**config.mk**
```make
export PLATFORM = sky130hd
export DESIGN_NAME = stack_exec_unit
export DESIGN_NICKNAME = d
export VERILOG_FILES = /design/src/rtl/stack_exec_pkg.sv /design/src/rtl/stack_exec_ctrl.sv /design/src/rtl/stack_exec_dp.sv /design/src/rtl/stack_exec_unit.sv
export SDC_FILE = /design/constraint.sdc
export NUM_CORES = 1
export LEC_CHECK = 0
export CELL_PAD_IN_SITES_DETAIL_PLACEMENT = 0
export CELL_PAD_IN_SITES_GLOBAL_PLACEMENT = 1
export CORE_UTILIZATION = 25
export CTS_CLUSTER_DIAMETER = 120
export CTS_CLUSTER_SIZE = 30
export DETAILED_ROUTE_END_ITERATION = 7
export DONT_BUFFER_PORTS = 1
export GPL_TIMING_DRIVEN = 0
export HOLD_SLACK_MARGIN = 0.06
export PLACE_DENSITY_LB_ADDON = 0.2
export SYNTH_ARGS = -nofsm -noshare
export SYNTH_HDL_FRONTEND = slang
export SYNTH_SLANG_ARGS = --single-unit
```
**constraint.sdc**
```tcl
create_clock -name clk -period 9.9 [get_ports clk]
set_clock_uncertainty 0.15 [all_clocks]
set_input_delay 0 -clock clk [delete_from_list [all_inputs] [get_ports clk]]
set_output_delay 0 -clock clk [all_outputs]
set_load 0.01 [all_outputs]
```
**src/rtl/stack_exec_pkg.sv**
```systemverilog
package stack_exec_pkg;

  typedef enum logic [3:0] {
    FN_JUMP  = 4'h0,
    FN_LDLP  = 4'h1,
    FN_PFIX  = 4'h2,
    FN_LDNL  = 4'h3,
    FN_LDC   = 4'h4,
    FN_LDNLP = 4'h5,
    FN_NFIX  = 4'h6,
    FN_LDL   = 4'h7,
    FN_ADC   = 4'h8,
    FN_CALL  = 4'h9,
    FN_CJ    = 4'hA,
    FN_AJW   = 4'hB,
    FN_EQC   = 4'hC,
    FN_STL   = 4'hD,
    FN_STNL  = 4'hE,
    FN_OPR   = 4'hF
  } funcCode_e;

  typedef enum logic [2:0] {
    STK_HOLD,
    STK_PUSH,
    STK_POP1,
    STK_POP2,
    STK_REPLACE
  } stackOp_e;

  typedef enum logic [2:0] {
    ASEL_IMM,
    ASEL_ADDR,
    ASEL_SUM,
    ASEL_EQ,
    ASEL_MEM,
    ASEL_RET
  } aSel_e;

  typedef enum logic [1:0] {
    IP_HOLD,
    IP_STEP,
    IP_BRANCH
  } ipSel_e;

  typedef struct packed {
    stackOp_e stackOp;
    aSel_e    aSel;
    ipSel_e   ipSel;
    logic     wpAdjust;
    logic     baseWs;
  } dpCtrl_t;

endpackage

```
**src/rtl/stack_exec_ctrl.sv**
```systemverilog
module stack_exec_ctrl
  import stack_exec_pkg::*;
(
  input  logic      clk,
  input  logic      rstN,
  input  logic      instValid,
  input  funcCode_e instFunc,
  input  logic      aIsZero,
  output logic      instReady,
  output logic      memReq,
  output logic      memWe,
  output logic      trapValid,
  output dpCtrl_t   ctrl
);

  logic waitLoad;
  logic pushPending;
  logic fire;
  logic isLoad;

  assign instReady = !waitLoad;
  assign fire      = instValid && instReady;
  assign isLoad    = (instFunc == FN_LDL) || (instFunc == FN_LDNL);

  always_ff @(posedge clk) begin
    if (!rstN) begin
      waitLoad    <= 1'b0;
      pushPending <= 1'b0;
    end else begin
      waitLoad    <= fire && isLoad;
      pushPending <= fire && (instFunc == FN_LDL);
    end
  end

  always_comb begin
    ctrl.stackOp  = STK_HOLD;
    ctrl.aSel     = ASEL_IMM;
    ctrl.ipSel    = IP_HOLD;
    ctrl.wpAdjust = 1'b0;
    ctrl.baseWs   = 1'b0;
    memReq        = 1'b0;
    memWe         = 1'b0;
    trapValid     = 1'b0;
    if (waitLoad) begin
      ctrl.stackOp = pushPending ? STK_PUSH : STK_REPLACE;
      ctrl.aSel    = ASEL_MEM;
    end else if (fire) begin
      ctrl.ipSel = IP_STEP;
      unique case (instFunc)
        FN_JUMP: ctrl.ipSel = IP_BRANCH;
        FN_LDLP: begin
          ctrl.baseWs  = 1'b1;
          ctrl.stackOp = STK_PUSH;
          ctrl.aSel    = ASEL_ADDR;
        end
        FN_LDNL: memReq = 1'b1;
        FN_LDC: begin
          ctrl.stackOp = STK_PUSH;
          ctrl.aSel    = ASEL_IMM;
        end
        FN_LDNLP: begin
          ctrl.stackOp = STK_REPLACE;
          ctrl.aSel    = ASEL_ADDR;
        end
        FN_LDL: begin
          ctrl.baseWs = 1'b1;
          memReq      = 1'b1;
        end
        FN_ADC: begin
          ctrl.stackOp = STK_REPLACE;
          ctrl.aSel    = ASEL_SUM;
        end
        FN_CALL: begin
          ctrl.stackOp = STK_PUSH;
          ctrl.aSel    = ASEL_RET;
          ctrl.ipSel   = IP_BRANCH;
        end
        FN_CJ: begin
          if (aIsZero) ctrl.ipSel = IP_BRANCH;
          else         ctrl.stackOp = STK_POP1;
        end
        FN_AJW: ctrl.wpAdjust = 1'b1;
        FN_EQC: begin
          ctrl.stackOp = STK_REPLACE;
          ctrl.aSel    = ASEL_EQ;
        end
        FN_STL: begin
          ctrl.baseWs  = 1'b1;
          memReq       = 1'b1;
          memWe        = 1'b1;
          ctrl.stackOp = STK_POP1;
        end
        FN_STNL: begin
          memReq       = 1'b1;
          memWe        = 1'b1;
          ctrl.stackOp = STK_POP2;
        end
        FN_OPR: trapValid = 1'b1;
        default: ;
      endcase
    end
  end

endmodule

```
**src/rtl/stack_exec_dp.sv**
```systemverilog
module stack_exec_dp
  import stack_exec_pkg::*;
#(
  parameter int unsigned DATA_W   = 32,
  parameter logic [DATA_W-1:0] RESET_IP = '0,
  parameter logic [DATA_W-1:0] RESET_WP = DATA_W'(32'h80)
) (
  input  logic              clk,
  input  logic              rstN,
  input  dpCtrl_t           ctrl,
  input  logic [DATA_W-1:0] operand,
  input  logic [DATA_W-1:0] memRdata,
  output logic [DATA_W-1:0] memAddr,
  output logic [DATA_W-1:0] memWdata,
  output logic              aIsZero,
  output logic [DATA_W-1:0] regA,
  output logic [DATA_W-1:0] regB,
  output logic [DATA_W-1:0] regC,
  output logic [DATA_W-1:0] iptr,
  output logic [DATA_W-1:0] wptr
);

  localparam int unsigned WORD_SHIFT = $clog2(DATA_W / 8);

  logic [DATA_W-1:0] wordOffset;
  logic [DATA_W-1:0] effAddr;
  logic [DATA_W-1:0] ipNext;
  logic [DATA_W-1:0] newA;

  assign wordOffset = operand << WORD_SHIFT;
  assign effAddr    = (ctrl.baseWs ? wptr : regA) + wordOffset;
  assign ipNext     = iptr + DATA_W'(1);
  assign aIsZero    = (regA == '0);
  assign memAddr    = effAddr;
  assign memWdata   = ctrl.baseWs ? regA : regB;

  always_comb begin
    unique case (ctrl.aSel)
      ASEL_IMM:  newA = operand;
      ASEL_ADDR: newA = effAddr;
      ASEL_SUM:  newA = regA + operand;
      ASEL_EQ:   newA = (regA == operand) ? DATA_W'(1) : '0;
      ASEL_MEM:  newA = memRdata;
      ASEL_RET:  newA = ipNext;
      default:   newA = regA;
    endcase
  end

  always_ff @(posedge clk) begin
    if (!rstN) begin
      regA <= '0;
      regB <= '0;
      regC <= '0;
    end else begin
      unique case (ctrl.stackOp)
        STK_PUSH: begin
          regC <= regB;
          regB <= regA;
          regA <= newA;
        end
        STK_POP1: begin
          regA <= regB;
          regB <= regC;
        end
        STK_POP2: begin
          regA <= regC;
          regB <= regC;
        end
        STK_REPLACE: regA <= newA;
        default: ;
      endcase
    end
  end

  always_ff @(posedge clk) begin
    if (!rstN) begin
      iptr <= RESET_IP;
      wptr <= RESET_WP;
    end else begin
      unique case (ctrl.ipSel)
        IP_STEP:   iptr <= ipNext;
        IP_BRANCH: iptr <= ipNext + operand;
        default:   ;
      endcase
      if (ctrl.wpAdjust) wptr <= wptr + wordOffset;
    end
  end

endmodule

```
**src/rtl/stack_exec_unit.sv**
```systemverilog
module stack_exec_unit
  import stack_exec_pkg::*;
#(
  parameter int unsigned DATA_W   = 32,
  parameter logic [DATA_W-1:0] RESET_IP = '0,
  parameter logic [DATA_W-1:0] RESET_WP = DATA_W'(32'h80)
) (
  input  logic              clk,
  input  logic              rstN,
  input  logic              instValid,
  output logic              instReady,
  input  logic [3:0]        instFunc,
  input  logic [DATA_W-1:0] instOperand,
  output logic              memReq,
  output logic              memWe,
  output logic [DATA_W-1:0] memAddr,
  output logic [DATA_W-1:0] memWdata,
  input  logic [DATA_W-1:0] memRdata,
  output logic              trapValid,
  output logic [DATA_W-1:0] trapIndex,
  output logic [DATA_W-1:0] regA,
  output logic [DATA_W-1:0] regB,
  output logic [DATA_W-1:0] regC,
  output logic [DATA_W-1:0] iptr,
  output logic [DATA_W-1:0] wptr
);

  dpCtrl_t ctrl;
  logic    aIsZero;

  assign trapIndex = instOperand;

  stack_exec_ctrl u_ctrl (
    .clk       (clk),
    .rstN      (rstN),
    .instValid (instValid),
    .instFunc  (funcCode_e'(instFunc)),
    .aIsZero   (aIsZero),
    .instReady (instReady),
    .memReq    (memReq),
    .memWe     (memWe),
    .trapValid (trapValid),
    .ctrl      (ctrl)
  );

  stack_exec_dp #(
    .DATA_W   (DATA_W),
    .RESET_IP (RESET_IP),
    .RESET_WP (RESET_WP)
  ) u_dp (
    .clk      (clk),
    .rstN     (rstN),
    .ctrl     (ctrl),
    .operand  (instOperand),
    .memRdata (memRdata),
    .memAddr  (memAddr),
    .memWdata (memWdata),
    .aIsZero  (aIsZero),
    .regA     (regA),
    .regB     (regB),
    .regC     (regC),
    .iptr     (iptr),
    .wptr     (wptr)
  );

endmodule

```
==> results.md <==
- CP max FO: 10
- Initial Util: between 20% and 30%
- Startpoint Class: register
- R2R cell count: 19
- Commonest non-fill, non-tap cell in the layout: nand2_1
- Net switching fraction of the power: between 40% and 50%
- Worst path bufs/invs: 3
- Buffers on Ports: 0
- Sequential fraction of design power: between 30 and 40%
- Post-synthesis async set-or-reset flop share: 0%
- Synth top area share: about a fifth
- Final hold viol count: 0
- CP required: 10.15 ns
- Die area: 0.06286 sq mm
- Ports: 331
- Syn. warnings: 0
- Worst path slowest cell: nor2_1
- DR iter-0 viols: ~1500
- Maximum vdd drop: around 0.16 mV
- First-pass DRT Iterations: 5
- Root Driver: clkbuf_16
- Setup Total Neg Slack: 0 ns
- P_int: 1.348 mW
- DRC: 0
- NumNets Final: around 2400
- Clock transition at the registers of the reported paths: around 0.08 ns
- EDFF count, synth: 0
- Max Fclk: roughly 130 MHz
- WP data arrival: about 8.1 ns
- CTS HTree Levels: 4
- Most frequent cells in the layout: 276 x nand2_1, 220 x a21oi_1, 160 x dfxtp_1
- Largest net degree at the start of global routing: 18
- Adder-cell share of the synthesized area: 10.63%
- CTS tree: yes
- Die X: 250.7 um
- RSZ-0062 raised after global routing: no
- Period utilisation layout: 79.35%
- Delay-heaviest family, CP: simple AND/OR/NAND/NOR gates
- CP Class: reg -> reg
- HPWL Detailed: between 60 and 70 mm
- Yosys cell types: 88
- Slew Limit Fails: 0
- Met3 Usage GRT: under 10%
- Post-Synthesis Cells: 2062
- Pwr Density: about 140 mW/mm^2
- Outcome: finished, final reports clean
- M2 GR Usage: between 40% and 50%
- Worst reg2reg startpoint: u_ctrl.waitLoad
- Core Region: just over 0.06 sq mm
- Crit path top cell by count: a311oi_1
- Inst Count DP: between 2000 and 3000
- Vias per inst: ~5.8
- Synth Area in Compound Gates: 30.08%
- Simple-gate portion of the synthesized area: 18.96%
- Worst Max-Slew Pin Slew: about 1.5 ns
- Slew HR: under 10%
- Mux contribution to synthesized area: about 5.9%
- Logic gate share of total power: ~37%
- Clock share of power: 30.1%
- Max stage delay on crit path: 1.11 ns
- Dominant cell type by area after synthesis: dfxtp_1
- Period minus WS final: between 7 and 8 ns
- Row count: 90
- Vias in the first global route: about 16000
- Post-CTS Setup Bufs: 0
- Final setup margin: around 2.0 ns
- Total grt overflow: 0
- First-pass GRT wire length: 123.9 mm
- Psw: about 1.1 mW
- Min-Delay Path Class: in -> reg
- Top cells by area, synth: dfxtp_1 21%, ha_1 10%, a21oi_1 7.1%, nand2_1 6.7%, o21ai_0 5.0%
- Die H: between 200 and 300 um
- Sequential fraction of the synthesis area: a little over 20%
- R2R Setup Slk: slightly above 2 ns
- Initial antenna violation count: 15
- Avg Cell Area, Syn: 7.500 sq um
- Hold path startpoint: instOperand[5]
- Hold Buf Count CTS: 69
- Cells on Worst Hold Path: 6
- Leak: roughly 7.2 nW
- Setup WS pre-CTS: between 2 and 3 ns
- Clk sinks: 160
- Maximum clock insertion buffer count: 2
- Aggregate global-route resource usage: between 20% and 30%
- Layout filler cell count: 6563
- Global route hottest layer: met2
- Routed len/inst: just over 30 um
- Combinational family with the most area after synthesis: compound AO/OA/AOI/OAI gates
- Worst-path cell chain: buf_2 -> nor2b_1 -> nand2_1 -> nor2_1 -> clkbuf_1 -> mux2_2 -> ha_1 -> fa_1 -> a21o_1 -> a21oi_1 -> nor3_1 -> nor3b_1 -> o21a_1 -> o21ai_0 -> a311oi_1 -> xnor2_1 -> a221oi_1 -> a311oi_1 -> dlygate4sd3_1
- Via count: 17041
- GR Layer Usage met1: between 30% and 40%
- Max Cap Violations: 0
- Layout cells sized above 1: under 10%
- CTS buffer count: 17
- Final WL: 89.67 mm
- Most used DFF post-synth: dfxtp_1
- Final antenna-violating net count: 0
- Gpl congestion: ~0.95
- Final-report setup violation count: 0
- Yosys reg bits: between 150 and 200
- Post-Synth XOR/XNOR Area: around 7.6%
- Fin cells: 2955
- Worst Setup End Kind: register
- Skew-Pair Late Insertion Delay: about 0.5 ns
- Worst Hold End: u_dp.regA[5]
- Layout area overhead: 14.89%
- Netlist Area Pre-Place: roughly 0.015 sq mm
- Reg2reg end: u_dp.regA[26]
- Resized cells post-CTS: 0
-- kinds of logic (layout without fill, tap and decap cells) --
group	after synthesis	count (layout)
buffers and inverters	209	311
AND/OR/NAND/NOR	637	637
XOR/XNOR	134	134
flip-flops	160	160
adder cells (fa/ha/maj)	129	129
other	1	10
multiplexers	84	84
AO/OA/AOI/OAI	708	708
-- power by group through the flow --
stage          clock [mW]  sequential [mW]  combinational (mW)
5_1_grt             0.761            0.795               0.955
2_1_floorplan           0            0.749               0.579
6_report            0.725            0.793               0.890
3_5_place_dp            0            0.806               0.815
3_3_place_gp            0            0.806               0.815
4_1_cts             0.741            0.791               0.874
-- worst register-to-register path, cell delays in order (launching register included) --
cell	delay [ns]
dfxtp_1	0.29
buf_2	0.18
nor2b_1	0.42
nand2_1	0.17
nor2_1	1.11
clkbuf_1	0.86
mux2_2	0.44
ha_1	0.21
fa_1	0.43
a21o_1	0.20
a21oi_1	0.29
nor3_1	0.15
nor3b_1	0.32
o21a_1	0.22
o21ai_0	0.25
a311oi_1	0.48
xnor2_1	0.32
a221oi_1	0.61
a311oi_1	0.08
dlygate4sd3_1	0.59
-- registers in the layout, indices dropped and copies added (netlist names) --
register            cells
u_dp.regC              32
u_dp.regB              32
u_dp.wptr              30
u_ctrl.waitLoad         1
u_ctrl.pushPending      1
u_dp.regA              32
u_dp.iptr              32
-- layout make-up --
type | count | area, sq um | share of cell area, %
well taps | 782 | 978.4 | 5.507
clock buffers | 18 | 429.2 | 2.416
plain buffers | 156 | 738.2 | 4.155
diodes | 8 | 20.02 | 0.1127
multi-input cells | 1694 | 11340 | 63.80
clock inverters | 14 | 161.4 | 0.9085
inverters | 53 | 198.9 | 1.120
repair buffers | 70 | 701.9 | 3.951
flip-flops and latches | 160 | 3203 | 18.03
-- through the flow --
stage	power, mW	area (sq um)	utilization, %	hold slack (ns)
finish	2.408	17770	29.27	0.1030
global route	2.510	17750	29.25	0.1398
CTS	2.406	17750	29.24	0.06359
detailed placement	1.621	16470	27.13	-0.05641
global placement	1.621	16450	27.10	-0.05477
floorplan	1.329	15470	-	-0.05823
-- synthesized netlist by cell type, types with 42 or more instances --
library cell and count:
nor3_1 42, xnor2_1 78, nand2_1 276, mux2_2 63, a21oi_1 220, a21o_1 75, o21ai_0 156, clkbuf_1 100
ha_1 125, nor2_1 127, dfxtp_1 160, xor2_1 56, inv_1 51
-- worst max-delay path by stage --
stage,endpoint,startpoint,slack (ns),depth (start not counted)
after detailed placement,u_dp.regA[28],u_ctrl.waitLoad,2.58,19
final,u_dp.regA[26],u_ctrl.waitLoad,2.04,19
after floorplan,u_dp.regA[28],u_ctrl.waitLoad,5.04,19
after global routing,u_dp.regA[31],u_ctrl.waitLoad,1.87,19
after global placement,u_dp.regA[28],u_ctrl.waitLoad,2.60,19
after CTS,u_dp.regA[26],u_ctrl.waitLoad,2.08,19
-- metal layers --
layer / routed length (um) / vias to the layer above
met2: 40380 / 675
met1: 38340 / 8395
met3: 7111 / 164
met5: 72 / -
li1: - / 7793
met4: 3772 / 14
No activity file was read; power rests on OpenSTA's default activity.
